File: config.mk
export PLATFORM = sky130hd
export DESIGN_NAME = gpio_ctrl
export DESIGN_NICKNAME = d
export VERILOG_FILES = /design/src/rtl/gpio_pkg.sv /design/src/rtl/gpio_sync.sv /design/src/rtl/gpio_pin_detect.sv /design/src/rtl/gpio_irq_merge.sv /design/src/rtl/gpio_ctrl.sv
export SDC_FILE = /design/constraint.sdc
export NUM_CORES = 1
export LEC_CHECK = 0
export BUFFER_PORTS_ARGS = -buffer_cell sky130_fd_sc_hd__buf_2
export CELL_PAD_IN_SITES_DETAIL_PLACEMENT = 0
export CELL_PAD_IN_SITES_GLOBAL_PLACEMENT = 1
export CORE_MARGIN = 3
export CORE_UTILIZATION = 43
export CTS_CLUSTER_SIZE = 24
export DETAILED_ROUTE_END_ITERATION = 8
export PLACE_DENSITY_LB_ADDON = 0.1
export SLEW_MARGIN = 40
export SYNTH_ARGS = -nofsm -noshare
export SYNTH_HDL_FRONTEND = slang
export SYNTH_SLANG_ARGS = --single-unit
File: constraint.sdc
create_clock -name clk -period 1.8 [get_ports clk]
set_input_delay 0.36 -clock clk [delete_from_list [all_inputs] [get_ports clk]]
set_output_delay 0.36 -clock clk [all_outputs]
set_load 0.02 [all_outputs]
File: src/rtl/gpio_pkg.sv
package gpio_pkg;

   // byte offsets of the register file
   localparam logic [7:0] OFS_DATA    = 8'h00;
   localparam logic [7:0] OFS_DIR     = 8'h04;
   localparam logic [7:0] OFS_PAD     = 8'h08;
   localparam logic [7:0] OFS_MODE_LO = 8'h0C;
   localparam logic [7:0] OFS_MODE_HI = 8'h10;
   localparam logic [7:0] OFS_MASK    = 8'h14;
   localparam logic [7:0] OFS_STATUS  = 8'h18;
   localparam logic [7:0] OFS_ANYEDGE = 8'h1C;

   // trigger mode encoding; bit 1 selects edge, bit 0 the polarity
   typedef enum logic [1:0] {
      TRIG_LOW  = 2'b00,
      TRIG_HIGH = 2'b01,
      TRIG_RISE = 2'b10,
      TRIG_FALL = 2'b11
   } trig_mode_e;

endpackage

File: src/rtl/gpio_sync.sv
module gpio_sync #(
   parameter int W      = 32,
   parameter int STAGES = 2
) (
   input  logic         clk,
   input  logic         rst_n,
   input  logic [W-1:0] d,
   output logic [W-1:0] q
);

   logic [W-1:0] stage_q [STAGES];

   always_ff @(posedge clk or negedge rst_n) begin
      if (!rst_n) begin
         for (int i = 0; i < STAGES; i++) stage_q[i] <= '0;
      end else begin
         stage_q[0] <= d;
         for (int i = 1; i < STAGES; i++) stage_q[i] <= stage_q[i-1];
      end
   end

   assign q = stage_q[STAGES-1];

endmodule

File: src/rtl/gpio_pin_detect.sv
module gpio_pin_detect
   import gpio_pkg::*;
(
   input  logic       lvl,
   input  logic       prev,
   input  logic       is_output,
   input  logic [1:0] mode,
   input  logic       any_edge,
   output logic       hit
);

   logic changed;
   assign changed = lvl ^ prev;

   always_comb begin
      if (is_output)
         hit = 1'b0;
      else if (any_edge)
         hit = changed;
      else if (mode == TRIG_RISE || mode == TRIG_FALL)
         hit = changed & (lvl ^ mode[0]);
      else
         hit = ~(lvl ^ mode[0]);
   end

endmodule

File: src/rtl/gpio_irq_merge.sv
module gpio_irq_merge #(
   parameter int NUM_PINS  = 32,
   parameter bit SPLIT_IRQ = 1
) (
   input  logic [NUM_PINS-1:0] pending,
   output logic [1:0]          irq
);

   localparam int HALF = NUM_PINS / 2;

   generate
      if (SPLIT_IRQ) begin : g_split
         assign irq = {|pending[NUM_PINS-1:HALF], |pending[HALF-1:0]};
      end else begin : g_single
         assign irq = {1'b0, |pending};
      end
   endgenerate

endmodule

File: src/rtl/gpio_ctrl.sv
module gpio_ctrl
   import gpio_pkg::*;
#(
   parameter int NUM_PINS     = 32,
   parameter int BUS_W        = 32,
   parameter int ADDR_W       = 6,
   parameter int SYNC_STAGES  = 2,
   parameter bit HAS_ANY_EDGE = 1,
   parameter bit SPLIT_IRQ    = 1
) (
   input  logic                clk,
   input  logic                rst_n,
   input  logic                bus_valid,
   input  logic                bus_write,
   input  logic [ADDR_W-1:0]   bus_addr,
   input  logic [BUS_W-1:0]    bus_wdata,
   output logic [BUS_W-1:0]    bus_rdata,
   input  logic [NUM_PINS-1:0] pad_in,
   output logic [NUM_PINS-1:0] pad_out,
   output logic [NUM_PINS-1:0] pad_oe,
   output logic [1:0]          irq
);

   localparam int MODE_W = 2 * NUM_PINS;

   generate
      if (NUM_PINS != 32 || BUS_W != 32) begin : g_bad_width
         $error("gpio_ctrl: the register layout needs NUM_PINS == BUS_W == 32");
      end
      if (SYNC_STAGES < 2) begin : g_bad_sync
         $error("gpio_ctrl: SYNC_STAGES must be at least 2");
      end
      if (ADDR_W < 5 || ADDR_W > 8) begin : g_bad_addr
         $error("gpio_ctrl: ADDR_W must lie in 5..8");
      end
   endgenerate

   logic [NUM_PINS-1:0] data_q, dir_q, mask_q, status_q, anyedge_q;
   logic [MODE_W-1:0]   mode_q;
   logic [NUM_PINS-1:0] lvl, lvl_prev_q, hit, clr;
   logic                wr, rd;
   logic                sel_data, sel_dir, sel_pad, sel_mlo, sel_mhi;
   logic                sel_mask, sel_status, sel_any;

   assign wr = bus_valid & bus_write;
   assign rd = bus_valid & ~bus_write;

   assign sel_data   = bus_addr == ADDR_W'(OFS_DATA);
   assign sel_dir    = bus_addr == ADDR_W'(OFS_DIR);
   assign sel_pad    = bus_addr == ADDR_W'(OFS_PAD);
   assign sel_mlo    = bus_addr == ADDR_W'(OFS_MODE_LO);
   assign sel_mhi    = bus_addr == ADDR_W'(OFS_MODE_HI);
   assign sel_mask   = bus_addr == ADDR_W'(OFS_MASK);
   assign sel_status = bus_addr == ADDR_W'(OFS_STATUS);
   assign sel_any    = bus_addr == ADDR_W'(OFS_ANYEDGE);

   gpio_sync #(.W(NUM_PINS), .STAGES(SYNC_STAGES)) u_sync (
      .clk   (clk),
      .rst_n (rst_n),
      .d     (pad_in),
      .q     (lvl)
   );

   generate
      for (genvar p = 0; p < NUM_PINS; p++) begin : g_pin
         gpio_pin_detect u_det (
            .lvl       (lvl[p]),
            .prev      (lvl_prev_q[p]),
            .is_output (dir_q[p]),
            .mode      (mode_q[2*p +: 2]),
            .any_edge  (anyedge_q[p]),
            .hit       (hit[p])
         );
      end

      if (HAS_ANY_EDGE) begin : g_any
         always_ff @(posedge clk or negedge rst_n) begin
            if (!rst_n)              anyedge_q <= '0;
            else if (wr && sel_any)  anyedge_q <= bus_wdata;
         end
      end else begin : g_no_any
         assign anyedge_q = '0;
      end
   endgenerate

   assign clr = (wr && sel_status) ? bus_wdata : '0;

   always_ff @(posedge clk or negedge rst_n) begin
      if (!rst_n) begin
         data_q     <= '0;
         dir_q      <= '0;
         mask_q     <= '0;
         mode_q     <= '0;
         status_q   <= '0;
         lvl_prev_q <= '0;
      end else begin
         if (wr && sel_data) data_q <= bus_wdata;
         if (wr && sel_dir)  dir_q  <= bus_wdata;
         if (wr && sel_mask) mask_q <= bus_wdata;
         if (wr && sel_mlo)  mode_q[MODE_W/2-1:0]      <= bus_wdata;
         if (wr && sel_mhi)  mode_q[MODE_W-1:MODE_W/2] <= bus_wdata;
         // a new event outranks a clear of the same bit
         status_q   <= (status_q & ~clr) | hit;
         lvl_prev_q <= lvl;
      end
   end

   always_comb begin
      bus_rdata = '0;
      if (rd) begin
         if (sel_data)        bus_rdata = (data_q & dir_q) | (lvl & ~dir_q);
         else if (sel_dir)    bus_rdata = dir_q;
         else if (sel_pad)    bus_rdata = lvl & ~dir_q;
         else if (sel_mlo)    bus_rdata = mode_q[MODE_W/2-1:0];
         else if (sel_mhi)    bus_rdata = mode_q[MODE_W-1:MODE_W/2];
         else if (sel_mask)   bus_rdata = mask_q;
         else if (sel_status) bus_rdata = status_q;
         else if (sel_any)    bus_rdata = anyedge_q;
      end
   end

   assign pad_out = data_q;
   assign pad_oe  = dir_q;

   gpio_irq_merge #(.NUM_PINS(NUM_PINS), .SPLIT_IRQ(SPLIT_IRQ)) u_irq (
      .pending (status_q & mask_q),
      .irq     (irq)
   );

endmodule

==> reports/qor.txt, run 1 <==
Async S/R FF share, synth = 100%
Root Buffer = clkbuf_16
setup TNS = -12.04 ns
Primary FF master, synth = dfrtp_1
Worst EP required = 1.44 ns
area grow syn2layout = 43.6%
commonest non-fill, non-tap cell in the layout = dfrtp_1
GRT Total Usage = 25.1%
layout cells sized above 1 = 54.3%
routed length per instance = 24.0 um
CTS Buf Count = 38
critical path, cell by cell = a22o_1 -> a221oi_2 -> nand4_1 -> buf_6
library cells used by synthesis = 43
MaxCap Viol Count = 0
core area = 34,500 um^2
Die X = 193 um
Tot Pwr = 19.1 mW
Seq/Total Area, Yosys = 53.0%
Setup-failing EPs final = 56
Slew headroom = 72.4%
hpwl dp = 31,900 um
Tcrit/Tclk final = 122%
I/O pins = 172
Pre-antenna DRT Iters = 5
Top delay family on crit path = compound AO/OA/AOI/OAI gates
Hold Fails Final Rpt = 0
FMAX = 455 MHz
CP max FO = 3
min setup slack post-route = -0.397 ns
RSZ-0062 raised after global routing = true
Post-Syn Area = 15,100 um^2
Post-Synthesis Cells = 1,194
Initial Utilization = 43.7%
Tmin final = 2.20 ns
# rows = 68
skew final = 0.0102 ns
clock transition at the registers of the reported paths = 0.06 ns
Die Y = 193 um
Peak VDD IR = 0.855 mV
total grt overflow = 0
Setup CP Type = reg -> out
gpl congestion = 0.826
largest net degree at the start of global routing = 55
most frequent cells in the layout = dfrtp_1, buf_4, buf_2
CTS tree = built
failing checks = negative setup slack
clock buffer depth = 3
vias in the first global route = 11,963
Syn Area/Cell = 12.6 um^2
slowest CP cell = dfrtp_1
clock latency on the worst-skew pair = 0.53 ns
Pwr per Cell Area = 879 nW/um^2
Residual DRC = 0
Initial DRC Count = 626
Seq cells post-synth = 320
Worst Hold Class = in -> reg
status = finished with violations
dpl cell area = 18,200 um^2
Via-to-Cell Ratio = 5.66
sinks on the clock net = 320
global-route wire length before repair = 73,500 um
drt total wl = 49,900 um
Reg2Reg Setup Slack = 0.37 ns
crit end category = output port
number of H-tree levels = 2
Pleak = 9.92 nW
data arrival time of the worst path = 1.84 ns
Die ar. = 37,400 um^2
Buf/Inv on CP = 1
post-layout instance area = 21,700 um^2
IO Port Bufs = 171
Post-synth EDFFs = 0
nets = 1,667
Post-DRT Antenna Nets = 0
Worst setup SP type = flop
Post-Syn Nets = 1,268
Worst-Margin Slew = 0.411 ns
max-slew violation count = 0
Vias = 11,766
Ant. Diodes = 0
max incr delay on CP = 0.40 ns
YS warnings = 0
antenna violations before repair = 0
-- cell usage after synthesis (2+ instances only) --
library cell / n / area, um^2
a21o_1: 27 / 203
nor2_1: 16 / 60.1
a311oi_1: 13 / 114
o21bai_1: 13 / 97.6
a21oi_1: 31 / 155
nand2b_1: 49 / 307
nor4_1: 2 / 12.5
nand2_1: 83 / 312
nor3_2: 3 / 30.0
o2bb2ai_1: 18 / 158
mux2_1: 64 / 721
xor2_1: 36 / 315
o21ai_0: 48 / 240
nand4_1: 2 / 12.5
a21boi_0: 30 / 225
nor3b_1: 2 / 15.0
a211oi_1: 15 / 113
a221oi_1: 58 / 508
buf_6: 3 / 33.8
clkbuf_1: 32 / 120
a22o_1: 38 / 333
nor2b_1: 15 / 93.8
nor3_1: 31 / 155
mux4_2: 32 / 721
nand3b_1: 15 / 113
buf_4: 32 / 240
buf_2: 21 / 105
mux2_2: 128 / 1440
o22ai_1: 3 / 18.8
o211ai_1: 2 / 15.0
dfrtp_1: 320 / 8010
-- power breakdown --
group / total, mW / internal (mW) / switching [mW]
clock network: 7.72 / 4.62 / 3.10
registers: 8.07 / 7.67 / 0.400
logic: 3.26 / 1.64 / 1.62
total: 19.1 / 13.9 / 5.12
-- final timing paths --
check                      cells after the start                  to               start
setup reg to reg                               5        status_q[16]       anyedge_q[16]
hold / removal                                 2          pad_oe[31]       bus_wdata[31]
min in group asynchronous                      2  u_sync.stage_q[53]               rst_n
hold reg to reg                                0        u_sync.q[20]  u_sync.stage_q[52]
max in group asynchronous                      3           pad_oe[2]               rst_n
setup / recovery                               4              irq[0]        status_q[10]
-- area by class of cell --
type / count / area [um^2]
clock buffers: 56 / 1160
clock inverters: 14 / 97.6
fillers: 2729 / 12900
inverters: 1 / 3.75
multi-input cells: 784 / 8060
flip-flops and latches: 320 / 8030
well taps: 455 / 569
repair buffers: 448 / 3750
-- state kept, by name, summed over array words and instances (netlist names) --
register / flops
u_sync.q: 32
mode_q: 64
status_q: 32
u_sync.stage_q: 32
pad_oe: 32
anyedge_q: 32
mask_q: 32
lvl_prev_q: 32
pad_out: 32
-- cells by family (layout without fill, tap and decap cells) --
group / Yosys count / after routing / share of synthesized area [%]
xor+xnor: 36 / 36 / 2.09
mux: 224 / 224 / 19.1
compound gates: 297 / 297 / 14.5
simple gates: 227 / 227 / 7.95
buf+inv: 90 / 519 / 3.36
flops: 320 / 320 / 53.0
-- stage by stage --
step | hold WS [ns] | std cells | util [%] | setup slack (ns)
finish | 0.161 | 2078 | 62.8 | -0.397
global route | 0.168 | 2078 | 62.8 | -0.469
CTS | 0.135 | 2035 | 60.0 | -0.428
detailed placement | 0.285 | 1883 | 52.7 | -0.548
global placement | 0.285 | 1883 | 52.7 | -0.579
floorplan | 0.0644 | 1194 | - | -0.121
-- per-layer routing --
layer	GRT usage (%)	part of all wire (%)	routed length [um]	vias up
li1	-	-	-	5278
met1	34.5	43	21700	6043
met2	41.5	48	24000	358
met3	3.99	5.1	2540	87
met4	7.26	3.2	1620	0
met5	0	0	0	-
-- what timing repair did --
item	in CTS	in global routing
endpoints found under the setup margin	34	79
gates cloned	1	6
endpoints found under the hold margin	61	0
pin swaps	49	69
hold buffers	33	0
buffers inserted	48	38
resized for setup	190	129
Note: power is estimated with default switching activity, not from simulation.
==> inputs of run 2 (changes only) <==
Settings changed: PLACE_DENSITY set to 0.78, PLACE_DENSITY_LB_ADDON 0.1 to not set.
==> reports/qor.txt, run 2 (synthesized netlist as in run 1, its figures left out) <==
status = finished with violations
failing checks = negative setup slack
hpwl dp = 31,900 um
core area = 34,500 um^2
data arrival time of the worst path = 1.83 ns
min setup slack post-route = -0.386 ns
nets = 1,658
crit end category = output port
hold path startpoint = bus_wdata[29]
Worst EP required = 1.44 ns
Vias = 11,815
worst hold stages = 2
IO Port Bufs = 171
Hold Fails Final Rpt = 0
Worst-Margin Slew = 0.430 ns
RSZ-0062 raised after global routing = true
commonest non-fill, non-tap cell in the layout = dfrtp_1
CTS Buf Count = 37
Ant. Diodes = 0
Slew headroom = 71.1%
clock latency on the worst-skew pair = 0.52 ns
Setup-failing EPs final = 34
dpl cell area = 18,400 um^2
total grt overflow = 0
Die Y = 193 um
clock buffer depth = 3
Residual DRC = 0
Pre-antenna DRT Iters = 6
R2R Path Start = u_sync.q[6]
Worst Hold Class = in -> reg
number of H-tree levels = 2
Setup CP Type = in -> out
max-slew violation count = 0
worst hold path endpoint = pad_out[29]
antenna violations before repair = 1
Most flops, register = mode_q
layout cells sized above 1 = 51.3%
Pleak = 9.78 nW
reg2reg end = status_q[6]
MaxCap Viol Count = 0
CP max FO = 6
Tcrit/Tclk final = 121%
Via-to-Cell Ratio = 5.72
clock transition at the registers of the reported paths = 0.06 ns
Tmin final = 2.19 ns
CTS tree = built
Initial Utilization = 43.7%
max reg flops = 64
Worst setup SP type = input port
# rows = 68
most frequent cells in the layout = dfrtp_1, buf_4, buf_2
Die ar. = 37,400 um^2
skew final = 0.0173 ns
GRT Total Usage = 24.4%
drt total wl = 48,100 um
Root Buffer = clkbuf_16
I/O pins = 172
Peak VDD IR = 0.741 mV
largest net degree at the start of global routing = 63
Reg2Reg Setup Slack = 0.36 ns
r2r worst-path depth = 5
routed length per instance = 23.3 um
FMAX = 457 MHz
post-layout instance area = 21,500 um^2
Pwr per Cell Area = 882 nW/um^2
area grow syn2layout = 42.2%
Fillers = 2,643
Post-DRT Antenna Nets = 0
setup TNS = -12.08 ns
Tot Pwr = 18.9 mW
Initial DRC Count = 654
global-route wire length before repair = 72,400 um
sinks on the clock net = 320
gpl congestion = 0.871
Die X = 193 um
vias in the first global route = 12,229
-- run 2: worst max-delay path by stage --
stage	endpoint	start
after global routing	irq[1]	mask_q[18]
after global placement	bus_rdata[15]	bus_addr[1]
after CTS	bus_rdata[16]	bus_addr[4]
after detailed placement	bus_rdata[15]	bus_addr[1]
final	bus_rdata[16]	bus_addr[4]
after floorplan	pad_oe[10]	bus_addr[1]
-- run 2: routing by layer --
| layer | wire [um] | vias up | global-route usage (%) |
|---|---|---|---|
| met5 | 20 | - | 0 |
| met4 | 1370 | 2 | 6.99 |
| met3 | 2200 | 77 | 3.88 |
| met2 | 23800 | 320 | 41.0 |
| met1 | 20700 | 6147 | 33.0 |
| li1 | - | 5269 | - |
-- run 2: report_power, final --
group | total [mW] | internal, mW | switching [mW]
clock | 7.70 | 4.75 | 2.95
sequential | 8.07 | 7.67 | 0.405
combinational | 3.17 | 1.57 | 1.60
total | 18.9 | 14.0 | 4.96
-- run 2: area by class of cell --
class                      count  area, um^2  area share (%)
clock buffer                  57        1130            5.28
clock inverter                 7         114           0.530
inverter                       1        3.75          0.0175
multi-input combinational    784        7880            36.7
sequential                   320        8030            37.4
tap                          455         569            2.65
timing repair buffer         440        3750            17.4
-- run 2: what timing repair did --
action,in CTS,in global routing
endpoints found under the setup margin,34,43
gates cloned,2,6
pin swaps,38,48
gates resized for setup,127,140
hold endpoints to repair,64,0
hold buffers,33,0
buffers inserted,17,37
-- run 2: stage by stage --
step / std cells / util [%] / worst slack (ns) / hold WS [ns]
floorplan: 1194 / - / -0.121 / 0.0644
global placement: 1910 / 53.4 / -0.477 / 0.290
detailed placement: 1910 / 53.4 / -0.494 / 0.287
CTS: 2025 / 59.5 / -0.440 / 0.151
global route: 2064 / 62.2 / -0.453 / 0.175
finish: 2064 / 62.2 / -0.386 / 0.166
-- run 2: worst max-delay path: stages --
cell and delay [ns]:
buf_8 0.10, or4_4 0.56, nor3_4 0.21, buf_12 0.20, buf_12 0.15, a221oi_4 0.09, buf_6 0.15
